$ cat src/rtl/alu16_pkg.sv
package alu16_pkg;

  typedef enum logic [3:0] {
    OP_ADD  = 4'd0,
    OP_ADDC = 4'd1,
    OP_SUB  = 4'd2,
    OP_SUBC = 4'd3,
    OP_CMP  = 4'd4,
    OP_DADD = 4'd5,
    OP_AND  = 4'd6,
    OP_BIT  = 4'd7,
    OP_BIC  = 4'd8,
    OP_BIS  = 4'd9,
    OP_XOR  = 4'd10,
    OP_RRC  = 4'd11,
    OP_RRA  = 4'd12,
    OP_RRU  = 4'd13,
    OP_SWPB = 4'd14,
    OP_SXT  = 4'd15
  } alu_op_e;

  // Flag positions inside the 16-bit status word
  localparam int SR_C = 0;
  localparam int SR_Z = 1;
  localparam int SR_N = 2;
  localparam int SR_V = 8;

  // Mask bit order {V,N,Z,C}
  localparam int MK_C = 0;
  localparam int MK_Z = 1;
  localparam int MK_N = 2;
  localparam int MK_V = 3;

  typedef enum logic [2:0] {
    CND_NZ  = 3'd0,
    CND_Z   = 3'd1,
    CND_NC  = 3'd2,
    CND_C   = 3'd3,
    CND_N   = 3'd4,
    CND_GE  = 3'd5,
    CND_LT  = 3'd6,
    CND_ALL = 3'd7
  } cond_e;

  // Weight the nibbles of v as decimal digits, most significant first.
  function automatic logic [16:0] digits_to_bin(input logic [15:0] v, input int ndig);
    logic [16:0] acc;
    acc = '0;
    for (int i = 3; i >= 0; i--) begin
      if (i < ndig) acc = acc * 17'd10 + {13'd0, v[4*i +: 4]};
    end
    return acc;
  endfunction

  // Emit the low ndig decimal digits of x as packed nibbles.
  function automatic logic [15:0] bin_to_digits(input logic [16:0] x, input int ndig);
    logic [15:0] r;
    logic [16:0] t;
    r = '0;
    t = x;
    for (int i = 0; i < 4; i++) begin
      if (i < ndig) begin
        r[4*i +: 4] = 4'(t % 17'd10);
        t = t / 17'd10;
      end
    end
    return r;
  endfunction

endpackage

$ cat src/rtl/alu16_arith.sv
module alu16_arith
  import alu16_pkg::*;
#(
  parameter int DATA_W = 16
) (
  input  alu_op_e           op,
  input  logic              byte_sz,
  input  logic [DATA_W-1:0] a,
  input  logic [DATA_W-1:0] b,
  input  logic              cin,
  output logic [DATA_W-1:0] res,
  output logic              c_out,
  output logic              v_out
);
  localparam int HALF_W = DATA_W / 2;
  localparam int DIG_W  = DATA_W / 4;
  localparam int DIG_B  = HALF_W / 4;

  logic              is_sub;
  logic              carry_in;
  logic [DATA_W-1:0] b_eff;
  logic [DATA_W:0]   sum_w;
  logic [HALF_W:0]   sum_b;
  logic              ovf_w;
  logic              ovf_b;
  logic [16:0]       dec_sum;
  logic [16:0]       dec_lim;
  logic [15:0]       dec_a;
  logic [15:0]       dec_b;

  always_comb begin
    is_sub = (op == OP_SUB) || (op == OP_SUBC) || (op == OP_CMP);
    unique case (op)
      OP_ADD:               carry_in = 1'b0;
      OP_SUB, OP_CMP:       carry_in = 1'b1;
      default:              carry_in = cin;
    endcase
  end

  assign b_eff = is_sub ? ~b : b;
  assign sum_w = {1'b0, a} + {1'b0, b_eff} + {{DATA_W{1'b0}}, carry_in};
  assign sum_b = {1'b0, a[HALF_W-1:0]} + {1'b0, b_eff[HALF_W-1:0]} + {{HALF_W{1'b0}}, carry_in};

  assign ovf_w = (a[DATA_W-1] == b_eff[DATA_W-1]) && (sum_w[DATA_W-1] != a[DATA_W-1]);
  assign ovf_b = (a[HALF_W-1] == b_eff[HALF_W-1]) && (sum_b[HALF_W-1] != a[HALF_W-1]);

  // Decimal path: only the digits inside the operand size take part
  assign dec_a   = byte_sz ? {8'd0, a[7:0]} : a[15:0];
  assign dec_b   = byte_sz ? {8'd0, b[7:0]} : b[15:0];
  assign dec_sum = digits_to_bin(dec_a, byte_sz ? DIG_B : DIG_W)
                 + digits_to_bin(dec_b, byte_sz ? DIG_B : DIG_W)
                 + {16'd0, cin};
  assign dec_lim = byte_sz ? 17'd99 : 17'd9999;

  always_comb begin
    if (op == OP_DADD) begin
      res   = bin_to_digits(dec_sum, byte_sz ? DIG_B : DIG_W);
      c_out = dec_sum > dec_lim;
      v_out = 1'b0;
    end else if (byte_sz) begin
      res   = {{HALF_W{1'b0}}, sum_b[HALF_W-1:0]};
      c_out = sum_b[HALF_W];
      v_out = ovf_b;
    end else begin
      res   = sum_w[DATA_W-1:0];
      c_out = sum_w[DATA_W];
      v_out = ovf_w;
    end
  end

endmodule

$ cat src/rtl/alu16_logic.sv
module alu16_logic
  import alu16_pkg::*;
#(
  parameter int DATA_W = 16
) (
  input  alu_op_e           op,
  input  logic              byte_sz,
  input  logic [DATA_W-1:0] a,
  input  logic [DATA_W-1:0] b,
  input  logic              cin,
  output logic [DATA_W-1:0] res,
  output logic              c_out,
  output logic              v_out
);
  localparam int HALF_W = DATA_W / 2;

  logic [DATA_W-1:0] size_mask;
  logic [DATA_W-1:0] a_m;
  logic [DATA_W-1:0] b_m;
  logic              sign_a;
  logic              sign_b;
  logic [DATA_W-1:0] shr_base;
  logic [DATA_W-1:0] top_bit;
  logic [DATA_W-1:0] raw;

  assign size_mask = byte_sz ? {{HALF_W{1'b0}}, {HALF_W{1'b1}}} : {DATA_W{1'b1}};
  assign a_m       = a & size_mask;
  assign b_m       = b & size_mask;
  assign sign_a    = byte_sz ? a[HALF_W-1] : a[DATA_W-1];
  assign sign_b    = byte_sz ? b[HALF_W-1] : b[DATA_W-1];
  assign shr_base  = a_m >> 1;
  // One-hot at the top bit of the operand size
  assign top_bit   = byte_sz ? {{HALF_W{1'b0}}, 1'b1, {(HALF_W-1){1'b0}}}
                             : {1'b1, {(DATA_W-1){1'b0}}};

  always_comb begin
    raw   = '0;
    c_out = 1'b0;
    v_out = 1'b0;
    unique case (op)
      OP_AND, OP_BIT: begin
        raw   = a_m & b_m;
        c_out = |raw;
      end
      OP_BIC: raw = a_m & ~b_m & size_mask;
      OP_BIS: raw = a_m | b_m;
      OP_XOR: begin
        raw   = a_m ^ b_m;
        c_out = |raw;
        v_out = sign_a & sign_b;
      end
      OP_RRC: begin
        raw   = shr_base | (cin ? top_bit : '0);
        c_out = a[0];
      end
      OP_RRA: begin
        raw   = shr_base | (sign_a ? top_bit : '0);
        c_out = a[0];
      end
      OP_RRU: begin
        raw   = shr_base;
        c_out = a[0];
      end
      OP_SWPB: raw = {a[HALF_W-1:0], a[DATA_W-1:HALF_W]};
      OP_SXT: begin
        raw   = {{HALF_W{a[HALF_W-1]}}, a[HALF_W-1:0]};
        c_out = |raw;
      end
      default: raw = '0;
    endcase
  end

  assign res = raw;

endmodule

$ cat src/rtl/alu16_flags.sv
module alu16_flags
  import alu16_pkg::*;
#(
  parameter int DATA_W = 16,
  parameter int MASK_W = 4
) (
  input  logic [DATA_W-1:0] res,
  input  logic              word_res,
  input  logic              calc_c,
  input  logic              calc_v,
  input  logic [DATA_W-1:0] sr_in,
  input  logic [MASK_W-1:0] clr_mask,
  input  logic [MASK_W-1:0] set_mask,
  input  logic [MASK_W-1:0] upd_mask,
  input  cond_e             cond,
  output logic [DATA_W-1:0] sr_out,
  output logic              taken
);
  localparam int HALF_W = DATA_W / 2;

  logic              calc_n;
  logic              calc_z;
  logic [MASK_W-1:0] cur_f;
  logic [MASK_W-1:0] calc_f;
  logic [MASK_W-1:0] new_f;

  assign calc_n = word_res ? res[DATA_W-1] : res[HALF_W-1];
  assign calc_z = word_res ? (res == '0) : (res[HALF_W-1:0] == '0);

  assign cur_f  = {sr_in[SR_V], sr_in[SR_N], sr_in[SR_Z], sr_in[SR_C]};
  assign calc_f = {calc_v, calc_n, calc_z, calc_c};
  // clear, then clear what gets recomputed, force ones, merge computed
  assign new_f  = (cur_f & ~clr_mask & ~upd_mask) | set_mask | (calc_f & upd_mask);

  always_comb begin
    sr_out       = sr_in;
    sr_out[SR_C] = new_f[MK_C];
    sr_out[SR_Z] = new_f[MK_Z];
    sr_out[SR_N] = new_f[MK_N];
    sr_out[SR_V] = new_f[MK_V];
  end

  always_comb begin
    unique case (cond)
      CND_NZ:  taken = ~sr_in[SR_Z];
      CND_Z:   taken =  sr_in[SR_Z];
      CND_NC:  taken = ~sr_in[SR_C];
      CND_C:   taken =  sr_in[SR_C];
      CND_N:   taken =  sr_in[SR_N];
      CND_GE:  taken = (sr_in[SR_N] == sr_in[SR_V]);
      CND_LT:  taken = (sr_in[SR_N] != sr_in[SR_V]);
      default: taken = 1'b1;
    endcase
  end

endmodule

$ cat src/rtl/alu16_top.sv
module alu16_top
  import alu16_pkg::*;
#(
  parameter int DATA_W = 16,
  parameter int MASK_W = 4,
  parameter int OP_W   = 4,
  parameter int COND_W = 3
) (
  input  logic              clk,
  input  logic              rst_n,
  input  logic              in_valid,
  input  logic [OP_W-1:0]   in_op,
  input  logic              in_byte,
  input  logic [DATA_W-1:0] in_dst,
  input  logic [DATA_W-1:0] in_src,
  input  logic [DATA_W-1:0] in_sr,
  input  logic [MASK_W-1:0] in_clr,
  input  logic [MASK_W-1:0] in_set,
  input  logic [MASK_W-1:0] in_upd,
  input  logic [COND_W-1:0] in_cond,
  output logic              out_valid,
  output logic [DATA_W-1:0] out_result,
  output logic              out_wr,
  output logic [DATA_W-1:0] out_sr,
  output logic              out_taken
);

  alu_op_e           op;
  logic              is_arith;
  logic              word_res;
  logic              writes;
  logic [DATA_W-1:0] ar_res;
  logic              ar_c;
  logic              ar_v;
  logic [DATA_W-1:0] lg_res;
  logic              lg_c;
  logic              lg_v;
  logic [DATA_W-1:0] nxt_res;
  logic              nxt_c;
  logic              nxt_v;
  logic [DATA_W-1:0] nxt_sr;
  logic              nxt_taken;

  assign op       = alu_op_e'(in_op);
  assign is_arith = (op <= OP_DADD);
  assign word_res = !in_byte || (op == OP_SWPB) || (op == OP_SXT);
  assign writes   = !((op == OP_CMP) || (op == OP_BIT));

  alu16_arith #(.DATA_W(DATA_W)) u_arith (
    .op      (op),
    .byte_sz (in_byte),
    .a       (in_dst),
    .b       (in_src),
    .cin     (in_sr[SR_C]),
    .res     (ar_res),
    .c_out   (ar_c),
    .v_out   (ar_v)
  );

  alu16_logic #(.DATA_W(DATA_W)) u_logic (
    .op      (op),
    .byte_sz (in_byte),
    .a       (in_dst),
    .b       (in_src),
    .cin     (in_sr[SR_C]),
    .res     (lg_res),
    .c_out   (lg_c),
    .v_out   (lg_v)
  );

  assign nxt_res = is_arith ? ar_res : lg_res;
  assign nxt_c   = is_arith ? ar_c   : lg_c;
  assign nxt_v   = is_arith ? ar_v   : lg_v;

  alu16_flags #(.DATA_W(DATA_W), .MASK_W(MASK_W)) u_flags (
    .res      (nxt_res),
    .word_res (word_res),
    .calc_c   (nxt_c),
    .calc_v   (nxt_v),
    .sr_in    (in_sr),
    .clr_mask (in_clr),
    .set_mask (in_set),
    .upd_mask (in_upd),
    .cond     (cond_e'(in_cond)),
    .sr_out   (nxt_sr),
    .taken    (nxt_taken)
  );

  always_ff @(posedge clk or negedge rst_n) begin
    if (!rst_n) begin
      out_valid  <= 1'b0;
      out_result <= '0;
      out_wr     <= 1'b0;
      out_sr     <= '0;
      out_taken  <= 1'b0;
    end else begin
      out_valid <= in_valid;
      if (in_valid) begin
        out_result <= nxt_res;
        out_wr     <= writes;
        out_sr     <= nxt_sr;
        out_taken  <= nxt_taken;
      end
    end
  end

endmodule

$ cat config.mk
export PLATFORM = sky130hd
export DESIGN_NAME = alu16_top
export DESIGN_NICKNAME = d
export VERILOG_FILES = /design/src/rtl/alu16_pkg.sv /design/src/rtl/alu16_arith.sv /design/src/rtl/alu16_logic.sv /design/src/rtl/alu16_flags.sv /design/src/rtl/alu16_top.sv
export SDC_FILE = /design/constraint.sdc
export NUM_CORES = 1
export LEC_CHECK = 0
export BUFFER_PORTS_ARGS = -buffer_cell sky130_fd_sc_hd__buf_2
export CAP_MARGIN = 20
export CELL_PAD_IN_SITES_DETAIL_PLACEMENT = 0
export CELL_PAD_IN_SITES_GLOBAL_PLACEMENT = 1
export CORE_MARGIN = 1.5
export CORE_UTILIZATION = 35
export DETAILED_ROUTE_END_ITERATION = 8
export PLACE_DENSITY_LB_ADDON = 0.1
export SYNTH_ARGS = -nofsm -noshare
export SYNTH_HDL_FRONTEND = slang
export SYNTH_SLANG_ARGS = --single-unit
export TNS_END_PERCENT = 10
$ cat constraint.sdc
create_clock -name clk -period 1.5 [get_ports clk]
set_input_delay 0.075 -clock clk [delete_from_list [all_inputs] [get_ports clk]]
set_output_delay 0.075 -clock clk [all_outputs]
set_load 0.02 [all_outputs]
* After elaboration in Yosys (flattened, before gate mapping)
Cells that the tools add are included.
** Storage, ports and cells
- Bits in writable memories :: 0
- Input port bits :: 71
- Register bits :: 35
- Bits in latches :: 0
- Memory bits (read-only) :: 0
- Memories kept :: 0
- Output and inout port bits :: 35
- Word-level logic and storage cells :: 147
** Cells by class
- Magnitude comparators :: 6
- Reductions and logical operators :: 19
- Multiply operators :: 6
- Shifts and indexed selects :: 0
- Muxes and demuxes :: 45
- Equal/unequal tests :: 26
- Divide/modulo/power cells :: 7
- $add $sub $neg :: 12
- Bitwise operators :: 21
** Operator list (count)
- $mux W17 :: 12
- $mux W16 :: 10
- $pmux W16 S9 :: 1
- $add A17 B4 Y17 :: 6
- $and A16 B16 Y16 :: 5
- $mod A17 B4 Y17 const B :: 4
- $mul A17 B3 Y16 const B :: 4
- $lt A3 B32 Y1 const A :: 2
- $div A17 B4 Y17 const B :: 3
- $add A17 B1 Y17 :: 2
- $eq A4 B4 Y1 const B :: 8
- $lt A1 B32 Y1 const A :: 1
- $lt A2 B32 Y1 const A :: 1
- $not A16 Y16 :: 2
- $or A15 B16 Y16 :: 2
- $reduce_or A16 Y1 :: 2
- $mux W4 :: 6
- $add A16 B16 Y17 :: 1
- $add A17 B17 Y17 :: 1
- $gt A17 B17 Y1 :: 1
- $eq A4 B3 Y1 const B :: 4
- $logic_not A16 Y1 :: 1
- $or A16 B16 Y16 :: 1
- $xor A16 B16 Y16 :: 1
- 30 further kinds :: 61

* Longest topological paths before layout
- Depth after elaboration :: 31
- Gate-level depth with buffers :: 78

* Cells and area by module
From an unflattened synthesis, not the netlist that was laid out.
** Unflattened totals
- Cell total of the unflattened synthesis :: 2071
- Area total of the unflattened synthesis :: 15019.4 um2
** By module, submodules not included
- alu16_arith :: cells an instance 1607, times used 1, seq. area each 0.0 um2, area each 11238.3 um2
- alu16_logic :: cells an instance 269, times used 1, seq. area each 0.0 um2, area each 1945.6 um2
- alu16_top :: cells an instance 155, times used 1, seq. area each 875.8 um2, area each 1554.0 um2
- alu16_flags :: cells an instance 40, times used 1, seq. area each 0.0 um2, area each 281.5 um2

* Worst setup path before layout
OpenSTA, ideal clock, no wires.
- Path kind :: input to register
- Start :: in in_byte
- End :: reg out_sr[1]
- Setup slack :: -14.024 ns
- Stages on the path :: 68
- Arrival :: 15.446 ns
- Library setup time :: 0.078 ns
- Path buffers :: 11
- Required time :: 1.422 ns
- Path through :: clkbuf_1 -> buf_1 -> buf_1 -> clkbuf_1 -> buf_1 -> nor2b_1 -> ha_1 -> maj3_1 -> a31oi_1 -> xor2_1 -> nor2_1 -> ha_1 -> fa_1 -> xnor2_1 -> or3b_2 -> nor2_1 -> xor2_1 -> ha_1 -> [32 not listed] -> buf_2 -> buf_2 -> xnor2_1 -> inv_1 -> ha_1 -> a22oi_1 -> o211a_1 -> buf_2 -> inv_1 -> ha_1 -> nor3b_1 -> a2111oi_4 -> nand2_1 -> a221oi_1 -> o41a_2 -> or4b_1 -> o41ai_1 -> o2bb2ai_1
** On the way
- Longest elaborated chain between the ends :: 31
** Ends and longest elaborated chain
- from (decl) :: RTL line alu16_top.sv:13 : input logic in_byte,
- $mux W3 :: RTL line alu16_arith.sv:50, alu16_arith.sv:51, alu16_arith.sv:57
- $lt A3 B32 Y1 :: RTL line alu16_pkg.sv:50, alu16_pkg.sv:62
- $mux W4 :: RTL line alu16_pkg.sv:50 : if (i < ndig) acc = acc * 17'd10 + {13'd0, v[4*i +: 4]};
- $mul A4 B3 Y7 :: RTL line alu16_pkg.sv:50
- $add A17 B4 Y17 :: RTL line alu16_pkg.sv:50
- $mux W17 :: RTL line alu16_pkg.sv:50
- $mul A17 B3 Y16 :: RTL line alu16_pkg.sv:50
- $add A17 B4 Y17 :: RTL line alu16_pkg.sv:50
- [15 not listed]
- $mod A17 B4 Y17 :: RTL line alu16_pkg.sv:63 : r[4*i +: 4] = 4'(t % 17'd10);
- $mux W4 :: RTL line alu16_pkg.sv:62 : if (i < ndig) begin
- $mux W16 :: RTL line alu16_arith.sv:56 : if (op == OP_DADD) begin
- $mux W16 :: RTL line alu16_top.sv:71 : assign nxt_res = is_arith ? ar_res : lg_res;
- $logic_not A16 Y1 :: RTL line alu16_flags.sv:28 : assign calc_z = word_res ? (res == '0) : (res[HALF_W-1:0] == '0);
- $mux W1 (*) :: RTL line alu16_flags.sv:28
- $and A4 B4 Y4 (*) :: RTL line alu16_flags.sv:33 : assign new_f = (cur_f & ~clr_mask & ~upd_mask) | set_mask | (calc_f & upd_mask);
- $or A4 B4 Y4 (*) :: RTL line alu16_flags.sv:33
- to (signal assigned) :: RTL line alu16_top.sv:101 : out_sr <= nxt_sr;
- to (decl) :: RTL line alu16_top.sv:24 : output logic [DATA_W-1:0] out_sr,
Mark *: on every way between the ends. The rest lies on a longest branch, timed or not. The select of a mux whose other input is x is not followed.
A chain may end at the register's enable or synchronous reset.

* Worst setup path after layout
Ends and elaborated chain as after synthesis.

==> impl_metrics.env <==
export IMPL_netlist_area_leader_share_pct=16.4
export IMPL_grt_pass1_vias=18300
export IMPL_maxCapViolCount=0
export IMPL_max_freq_mhz=75.5
export IMPL_cts_tree="built"
export IMPL_async_reset_ff_share_pct=100
export IMPL_drcViolationCount=0
export IMPL_via_count=18600
export IMPL_synth_compound_area_share_pct=31.8
export IMPL_viasPerCell=5.42
export IMPL_syn_to_final_growth_pct=68.5
export IMPL_portBuffers=105
export IMPL_synth_top_area_cell="ha_1"
export IMPL_wl_per_cell_um=17.3
export IMPL_drt_initial_drc_count=1055
export IMPL_grt_pass1_wl_um=93300
export IMPL_rsz0062_at_grt="true"
export IMPL_setup_slack_ns=-11.74
export IMPL_grt_max_degree=42
export IMPL_synth_edf_count=0
export IMPL_start_util_pct=35.5
export IMPL_synth_xor_area_share_pct=10.1
export IMPL_violations="setup timing"
export IMPL_gr_total_overflow=0
export IMPL_start_kind="primary input"
export IMPL_drtPass1Iterations=5
export IMPL_endpoint_kind="register"
export IMPL_synth_seq_cells=35
export IMPL_die_w_um=207
export IMPL_utilization_pct=59.8
export IMPL_hold_slack_ns=0.0286
export IMPL_ys_top_cells_by_area="ha_1 (16%), xnor2_1 (6.3%), dfrtp_1 (6.0%)"
export IMPL_dp_cells=3335
export IMPL_r2r_cells=5
export IMPL_cp_required_ns=1.71
export IMPL_clkTransAtPathRegs_ns=0.06
export IMPL_final_common_cell="buf_4"
export IMPL_num_fill_cells=3736
export IMPL_numCtsBuffers=5
export IMPL_hold_violations=0
export IMPL_antenna_found_initial=1
export IMPL_synthMuxAreaShare_pct=4.07
export IMPL_hold_class="in2reg"
export IMPL_yosys_area_share_adder_pct=18.4
export IMPL_instances_no_fill=3424
export IMPL_synthSimpleGateAreaFrac_pct=23.8
export IMPL_yosys_warnings=0
export IMPL_path_buf_inv=11
export IMPL_ys_seq_area_share_pct=6.04
export IMPL_synth_cell_types=130
export IMPL_clk_latency_ns=0.28
export IMPL_synth_ff_type="dfrtp_1"
export IMPL_cp_depth=65
export IMPL_rows=74
export IMPL_period_share_pct=883
export IMPL_n_antenna_cell=0
export IMPL_hold_depth=2
export IMPL_slew_limit_headroom_pct=43.6
export IMPL_path_max_fanout=8
export IMPL_cts_root_to_sink_buffers=2
export IMPL_synthesis_area_um2=14500
export IMPL_setup_viol_count_final=20
export IMPL_cts_root_buf="clkbuf_16"
export IMPL_htreeDepth=2
export IMPL_cp_slowest_cell="o41a_4"
export IMPL_core_um2=40800
export IMPL_critical_path_class="in2reg"
export IMPL_crit_top_cell="buf_4"
export IMPL_dieArea_um2=42700
export IMPL_die_h_um=207
export IMPL_synthCells=1977
export IMPL_max_stage_delay_ns=0.51
export IMPL_ant_nets=0
export IMPL_nNetsFinal=3164
export IMPL_gr_usage_all_layers_pct=26.8
export IMPL_layout_common_cells="buf_4 (864), ha_1 (164), nand2_1 (149)"
export IMPL_drt_total_wl_um=59400
export IMPL_clock_sinks=35
export IMPL_boundaryPins=106
export IMPL_status="finished, violations left"
export IMPL_tightest_slew_ns=0.825
export IMPL_place_congestion=0.961
export IMPL_fin_crit_ns=13.24
export IMPL_syn_area_per_cell_um2=7.33
export IMPL_dpl_hpwl_um=48100
export IMPL_worstPathArrival_ns=13.45
export IMPL_path_delay_family="compound AO/OA/AOI/OAI gates"
export IMPL_slew_violations=0
export IMPL_fin_skew_ns=0
export IMPL_drive_above_1_share_pct=48.7
export IMPL_synth_top_family_by_area="compound AO/OA/AOI/OAI gates"
-- cells in the mapped netlist (8+ instances only) --
cell,count
nor2_1,163
dfrtp_1,35
nand3_1,67
a21boi_0,9
clkbuf_1,52
o21bai_1,25
ha_1,190
nand3b_1,8
nor3b_1,9
mux2i_1,18
a21o_1,21
xnor2_1,105
o21ai_1,10
o31ai_1,18
fa_1,12
a22oi_1,19
nand2b_1,26
and3_1,15
buf_2,18
a211o_1,11
a31oi_1,18
a221oi_1,16
a2111oi_0,9
o21a_1,20
o22ai_1,15
and2_1,18
o211ai_1,35
nor3_1,56
o2111ai_1,15
inv_1,116
a21oi_1,134
xor2_1,51
o21ai_0,93
nor2b_1,37
or2_2,11
nand4_1,28
mux2_2,32
a221o_1,9
a211oi_1,30
buf_1,15
nand2_1,156
nor4_1,27
-- worst register-to-register path, stage by stage (launching register included) --
cell       delay [ns]
dfrtp_1          0.38
nor2_1           0.07
nand4bb_1        0.15
or4_1            0.42
nor4_1           0.21
o2bb2ai_1        0.16
-- registers in the layout, summed over array words and instances, names as in the netlist --
name        cells
out_result     16
out_sr         16
out_taken       1
out_valid       1
out_wr          1
-- final cells by class --
| class | count | area [um2] | share of cell area [%] |
|---|---|---|---|
| tap | 532 | 666 | 2.73 |
| inverter | 121 | 455 | 1.86 |
| timing repair buffer | 994 | 7360 | 30.1 |
| multi-input combinational | 1734 | 14900 | 61.1 |
| sequential | 35 | 876 | 3.59 |
| clock buffer | 8 | 156 | 0.640 |
-- kinds of logic (layout without fill, tap and decap cells) --
| group | after synthesis | in the layout |
|---|---|---|
| buffers and inverters | 210 | 1123 |
| AOI/OAI and AO/OA | 634 | 634 |
| adders and majority gates | 207 | 207 |
| and+or+nand+nor | 676 | 677 |
| muxes | 53 | 53 |
| xor gates and xnor gates | 161 | 161 |
| other | 1 | 2 |
| DFF | 35 | 35 |
-- metal layers --
layer / up-vias / GRT usage, % / part of all wire, %
li1: 9239 / - / -
met1: 8869 / 34.3 / 44
met2: 382 / 49.7 / 51
met3: 83 / 1.96 / 3.4
met4: 0 / 3.49 / 1.9
met5: - / 0 / 0
-- through the flow --
step                      setup TNS [ns]  cell area [um2]  setup slack [ns]
after global placement           -213.46            22000            -12.36
final                            -200.00            24400            -11.74
after global routing             -212.49            24400            -12.40
after CTS                        -198.98            23400            -11.68
after detailed placement         -215.94            22000            -12.52
after floorplan                  -202.84            15200            -11.83
-- timing repair --
item                                    in CTS  in global routing
setup buffers                               43                 35
gates resized for setup                    165                148
gates cloned                                 2                  0
hold buffers                                 1                  0
pin swaps                                   92                118
endpoints found under the setup margin      20                 20
hold endpoints to repair                    35                  0
-- worst paths after layout --
kind                                           start                   endpoint  slack, ns
setup / recovery                             in_byte      out_sr[1]$_DFFE_PN0P_     -11.74
hold / removal                             in_sr[10]     out_sr[10]$_DFFE_PN0P_       0.03
setup reg to reg               out_sr[1]$_DFFE_PN0P_      out_sr[1]$_DFFE_PN0P_       0.03
hold reg to reg            out_result[5]$_DFFE_PN0P_  out_result[5]$_DFFE_PN0P_       0.50
max in group asynchronous                      rst_n         out_wr$_DFFE_PN0P_       0.80
min in group asynchronous                      rst_n  out_result[2]$_DFFE_PN0P_       0.38
Power is not shown: default switching activity piles up to over one toggle a cycle in this logic, so the estimate is an artifact.
